==> src/rtl/bcs_pkg.sv <==
package bcs_pkg;

  typedef enum logic [2:0] {
    BLC_1    = 3'b000,
    BLC_2    = 3'b001,
    BLC_4    = 3'b010,
    BLC_8    = 3'b011,
    BLC_PAGE = 3'b111
  } bl_code_e;

  localparam logic ORD_SEQ = 1'b0;
  localparam logic ORD_ILV = 1'b1;

endpackage

==> src/rtl/bcs_len_decode.sv <==
module bcs_len_decode
  import bcs_pkg::*;
#(
  parameter int COL_W = 8
) (
  input  logic [2:0]       code,
  input  logic             ilv,
  output logic             legal,
  output logic             full,
  output logic [COL_W-1:0] mask
);

  localparam logic [COL_W-1:0] ALL_ONES = '1;

  always_comb begin
    legal = 1'b1;
    full  = 1'b0;
    mask  = '0;
    case (code)
      BLC_1:    mask = '0;
      BLC_2:    mask = COL_W'(1);
      BLC_4:    mask = COL_W'(3);
      BLC_8:    mask = COL_W'(7);
      BLC_PAGE: begin
        full  = 1'b1;
        mask  = ALL_ONES;
        // interleave has no meaning over a whole row
        legal = (ilv == ORD_SEQ);
      end
      default:  legal = 1'b0;
    endcase
  end

  // an accepted length is always a power of two
  always_comb begin
    if (legal) begin
      a_r2_mask_contiguous: assert (((mask + COL_W'(1)) & mask) == '0);
    end
  end

endmodule

==> src/rtl/bcs_col_order.sv <==
module bcs_col_order #(
  parameter int COL_W = 8
) (
  input  logic [COL_W-1:0] base,
  input  logic [COL_W-1:0] idx,
  input  logic [COL_W-1:0] mask,
  input  logic             ilv,
  output logic [COL_W-1:0] col
);

  logic [COL_W-1:0] low_seq;
  logic [COL_W-1:0] low_ilv;
  logic [COL_W-1:0] low_sel;

  always_comb begin
    low_seq = (base + idx) & mask;
    low_ilv = (base ^ idx) & mask;
    low_sel = ilv ? low_ilv : low_seq;
    col     = (base & ~mask) | low_sel;
  end

  // bits above the aligned block follow the start column
  always_comb begin
    a_r4_upper_fixed: assert (((col ^ base) & ~mask) == '0);
  end

endmodule

==> src/rtl/burst_col_seq.sv <==
module burst_col_seq
  import bcs_pkg::*;
#(
  parameter int COL_W = 8
) (
  input  logic             clk,
  input  logic             rst_n,
  input  logic             start,
  input  logic [COL_W-1:0] start_col,
  input  logic [2:0]       bl_code,
  input  logic             burst_type,
  input  logic             advance,
  input  logic             abort,
  output logic             col_valid,
  output logic [COL_W-1:0] col_addr,
  output logic             last_beat,
  output logic             cfg_err
);

  logic             dec_legal;
  logic             dec_full;
  logic [COL_W-1:0] dec_mask;

  logic             valid_q, valid_d;
  logic             err_q,   err_d;
  logic [COL_W-1:0] base_q,  base_d;
  logic [COL_W-1:0] mask_q,  mask_d;
  logic             ilv_q,   ilv_d;
  logic             full_q,  full_d;
  logic [COL_W-1:0] idx_q,   idx_d;
  logic             cfg_en;
  logic             idx_en;
  logic             at_end;

  bcs_len_decode #(.COL_W(COL_W)) u_dec (
    .code  (bl_code),
    .ilv   (burst_type),
    .legal (dec_legal),
    .full  (dec_full),
    .mask  (dec_mask)
  );

  bcs_col_order #(.COL_W(COL_W)) u_ord (
    .base (base_q),
    .idx  (idx_q),
    .mask (mask_q),
    .ilv  (ilv_q),
    .col  (col_addr)
  );

  assign at_end = !full_q && (idx_q == mask_q);

  always_comb begin
    valid_d = valid_q;
    err_d   = 1'b0;
    base_d  = start_col;
    mask_d  = dec_mask;
    ilv_d   = burst_type;
    full_d  = dec_full;
    idx_d   = idx_q;
    cfg_en  = 1'b0;
    idx_en  = 1'b0;
    if (abort) begin
      valid_d = 1'b0;
    end else if (start) begin
      valid_d = dec_legal;
      err_d   = !dec_legal;
      cfg_en  = dec_legal;
      idx_en  = dec_legal;
      idx_d   = '0;
    end else if (advance && valid_q) begin
      if (at_end) begin
        valid_d = 1'b0;
      end else begin
        idx_en = 1'b1;
        idx_d  = idx_q + COL_W'(1);
      end
    end
  end

  always_ff @(posedge clk or negedge rst_n) begin
    if (!rst_n) begin
      valid_q <= 1'b0;
      err_q   <= 1'b0;
    end else begin
      valid_q <= valid_d;
      err_q   <= err_d;
    end
  end

  always_ff @(posedge clk or negedge rst_n) begin
    if (!rst_n) begin
      base_q <= '0;
      mask_q <= '0;
      ilv_q  <= 1'b0;
      full_q <= 1'b0;
    end else if (cfg_en) begin
      base_q <= base_d;
      mask_q <= mask_d;
      ilv_q  <= ilv_d;
      full_q <= full_d;
    end
  end

  always_ff @(posedge clk or negedge rst_n) begin
    if (!rst_n) begin
      idx_q <= '0;
    end else if (idx_en) begin
      idx_q <= idx_d;
    end
  end

  assign col_valid = valid_q;
  assign last_beat = valid_q && at_end;
  assign cfg_err   = err_q;

  a_r7_last_needs_valid: assert property (@(posedge clk) disable iff (!rst_n)
    last_beat |-> col_valid);

  a_r8_page_never_last: assert property (@(posedge clk) disable iff (!rst_n)
    (col_valid && full_q) |-> !last_beat);

  a_r7_end_after_last: assert property (@(posedge clk) disable iff (!rst_n)
    (last_beat && advance && !start && !abort) |=> !col_valid);

  a_r10_abort_clears: assert property (@(posedge clk) disable iff (!rst_n)
    abort |=> (!col_valid && !cfg_err));

  a_r6_hold_idle: assert property (@(posedge clk) disable iff (!rst_n)
    (col_valid && !advance && !start && !abort) |=> (col_valid && $stable(col_addr)));

  a_r2_reject: assert property (@(posedge clk) disable iff (!rst_n)
    (start && !abort && !dec_legal) |=> (cfg_err && !col_valid));

  a_r3_first_beat: assert property (@(posedge clk) disable iff (!rst_n)
    (start && !abort && dec_legal) |=> (col_valid && col_addr == $past(start_col)));

endmodule

==> config.mk <==
export PLATFORM = sky130hd
export DESIGN_NAME = burst_col_seq
export DESIGN_NICKNAME = d
export VERILOG_FILES = /design/src/rtl/bcs_pkg.sv /design/src/rtl/bcs_len_decode.sv /design/src/rtl/bcs_col_order.sv /design/src/rtl/burst_col_seq.sv
export SDC_FILE = /design/constraint.sdc
export NUM_CORES = 1
export LEC_CHECK = 0
export ABC_AREA = 1
export BUFFER_PORTS_ARGS = -buffer_cell sky130_fd_sc_hd__buf_2
export CAP_MARGIN = 5
export CORE_ASPECT_RATIO = 0.5
export CORE_UTILIZATION = 44
export DETAILED_ROUTE_END_ITERATION = 7
export GPL_TIMING_DRIVEN = 0
export PLACE_DENSITY = 0.77
export SYNTH_ARGS = -nofsm -noshare
export SYNTH_HDL_FRONTEND = slang
export SYNTH_HIERARCHICAL = 1
export SYNTH_SLANG_ARGS = --single-unit
==> constraint.sdc <==
create_clock -name clk -period 2.16 [get_ports clk]
set_clock_uncertainty 0.15 [all_clocks]
set_input_delay 0.54 -clock clk [delete_from_list [all_inputs] [get_ports clk]]
set_output_delay 0.54 -clock clk [all_outputs]
set_load 0.02 [all_outputs]
==> impl_results.md <==
* RSZ-0062 raised after global routing: yes
* Final setup vio count at 8
* Vias in the first global route at 1,723
* I/O Pins at 28
* Post-place setup slack at -313.5 ps
* Peak Freq at 0.3850 GHz
* TritonCTS Buffers at 3
* Reg2reg path depth at 12
* Overall power at 1775 uW
* Min-Delay Path Class: input port to asynchronous set/reset pin
* Mapped Nets at roughly 280
* CTS clock-pin slew for the worst setup and hold paths at 100 ps
* GRT Residual Overflow at 0
* Register area share after synthesis at 0.3569
* Initial antenna violation count at 0
* Cell area after layout at 0.002542 sq mm
* Placed Area at 0.002180 sq mm
* RR Startpoint: idx_q[5]
* Number of H-tree levels at 1
* Yosys top cell by area: dfrtp_1
* Port bufs at 26
* GP Congestion at 0.8608
* # clock sinks at 28
* Multi-input gate area at 0.001190 sq mm
* Worst-Skew Late Latency at roughly 280 ps
* Crit end category: output pin
* Ant. Diodes at 0
* Final antenna-violating net count at 0
* Total Wirelength at ~5.0 mm
* Post-route minimum period at 2597 ps
* Tightest Pin Transition at 670.5 ps
* Post-synthesis cell type count at 35
* Failing checks: setup timing
* Core area at 0.004084 sq mm
* Register-to-register setup slack at 360 ps
* Final #Nets at 326
* Chip width at 96.47 microns
* Crit Path Class: register to output pin
* Chip Height at 49.23 microns
* Max cap viols at 0
* Fillers at 332
* Final Hold Viols at 0
* Maximum vdd drop at 0.0003388 V
* R2r endpoint: idx_q[2]
* PD cells at 698.2 mW/mm^2
* DRC Markers at 0
* Syn. warnings at 6
* Commonest non-fill, non-tap cell in the layout: nand2_1
* GRT Util Overall at 0.2237
* Detailed Route Iter0 Violations at 146
* CTS tree: done
* Arr. time, crit path at 1910 ps
* Vias per Instance at 5.161
* Clock tree buffer depth at 2
* Core Util, Final at 0.6225
* Final TNS setup at -2631 ps
* Syn Inst Count at 251
* Setup WS post-layout at -437.1 ps
* First-pass GRT wire length at approximately 8.0 mm
* Register Area at 708.2 sq um
* CTS Hold Buffers Added at 0
* WL/cell at around 14 microns
* FF+latch count, synth at 28
* Synth top area share at 0.3569
* Post-Syn Area at 0.001963 sq mm
* Synth top area cells: dfrtp_1 36%, nand2_1 12%, inv_1 5.7%, ha_1 5.1%, nor2_1 4.8%
* Most frequent cells in the layout: 59 x nand2_1, 28 x inv_1, 25 x buf_4
* Slew margin rel. at 0.5530
* Pleak at 0.001278 uW
* Critical path startpoint category: register
* Mapped Avg Cell Area at 7.821 sq um
* Final HPWL DP at ~3.4 mm
* Largest net degree at the start of global routing at 29
* Layout cells sized above 1 at 0.3779
* FP Rows at 16
* Final Cycle Share at 1.202
* Max FO, Critical Path at 2
* Required time worst endpoint at 1470 ps
* Root buf cell: clkbuf_8
* Initial Util at 0.4807
* Drt pass-1 iters at 4
* Total number of vias at approximately 1,800
* Outcome: finished, violations left
* Max-slew violations at 0
* Die area at 0.004749 sq mm
* Area Growth Syn to Fin at 29.51%
## per-layer routing
layer	wire, microns	vias to the layer above	global-route usage
li1	-	889	-
met1	2320	870	0.3079
met2	2296	57	0.3697
met3	315	6	0.03738
met4	58	0	0.04657
met5	0	-	0
## cell families (layout without fill, tap and decap cells)
| kind of cell | count (synthesis) | after routing | share of synthesized area |
|---|---|---|---|
| AOI/OAI and AO/OA | 22 | 22 | 0.06565 |
| xor gates and xnor gates | 6 | 6 | 0.02677 |
| adders and majority gates | 9 | 9 | 0.06119 |
| buffers and inverters | 45 | 93 | 0.1071 |
| DFF | 28 | 28 | 0.3569 |
| muxes | 14 | 14 | 0.08031 |
| and+or+nand+nor | 127 | 127 | 0.3021 |
## worst max-delay path: stages (launching register included)
cell and delay (ps):
dfrtp_1 400, ha_4 160, inv_2 40, fa_2 350
o21ai_2 140, nand3b_1 120, nand2_1 90, nand2_1 50
nand3_1 90, nand2_2 50, buf_2 150
## cell usage after synthesis (all sizes together)
cell type	n
o211ai	2
o21ai	6
nor3	4
fa	1
ha	8
dfrtp	28
nand3b	2
clkinv	2
xor2	5
xnor2	1
clkbuf	1
nor2	26
inv	33
nand2	70
nand4	2
a21oi	13
nor3b	2
o21bai	1
buf	9
nand3	21
mux2	14
## registers in the layout (all words and copies together), names as in the netlist
name,cells
base_q,8
idx_q,8
mask_q,8
cfg_err,1
col_valid,1
full_q,1
ilv_q,1
## metrics by stage
stage | hold slack (ps) | instances
after floorplan | 94.41 | 251
after global placement | 343.9 | 331
after detailed placement | 363.3 | 331
after CTS | 151.7 | 349
after global routing | 173.4 | 353
final | 123.1 | 353
## what timing repair did
action / in CTS / in global routing
buffers inserted: 14 / 7
setup endpoints to repair: 9 / 8
pin swaps: 6 / 6
gates resized for setup: 29 / 15
## worst max-delay path by stage
stage / slack (ps) / cells after the start / endpoint / startpoint
floorplan: -110 / 7 / col_addr[4] / idx_q[0]
global placement: -260 / 8 / col_addr[4] / idx_q[0]
detailed placement: -310 / 10 / col_addr[6] / idx_q[0]
CTS: -430 / 10 / col_addr[6] / idx_q[0]
global route: -560 / 10 / col_addr[6] / idx_q[0]
finish: -440 / 10 / col_addr[6] / base_q[0]
## area by class of cell
class / instances / area share
buffer: 10 / 0.02854
timing repair buffer: 44 / 0.1216
clock buffer: 4 / 0.02165
multi-input combinational: 178 / 0.4680
inverter: 35 / 0.05512
tap: 54 / 0.02657
sequential: 28 / 0.2785
## power breakdown
group / switching [uW] / internal (uW)
Sequential: 95.2 / 599
Combinational: 403 / 339
Clock: 175 / 164
Power figures use the tool's default switching activity.
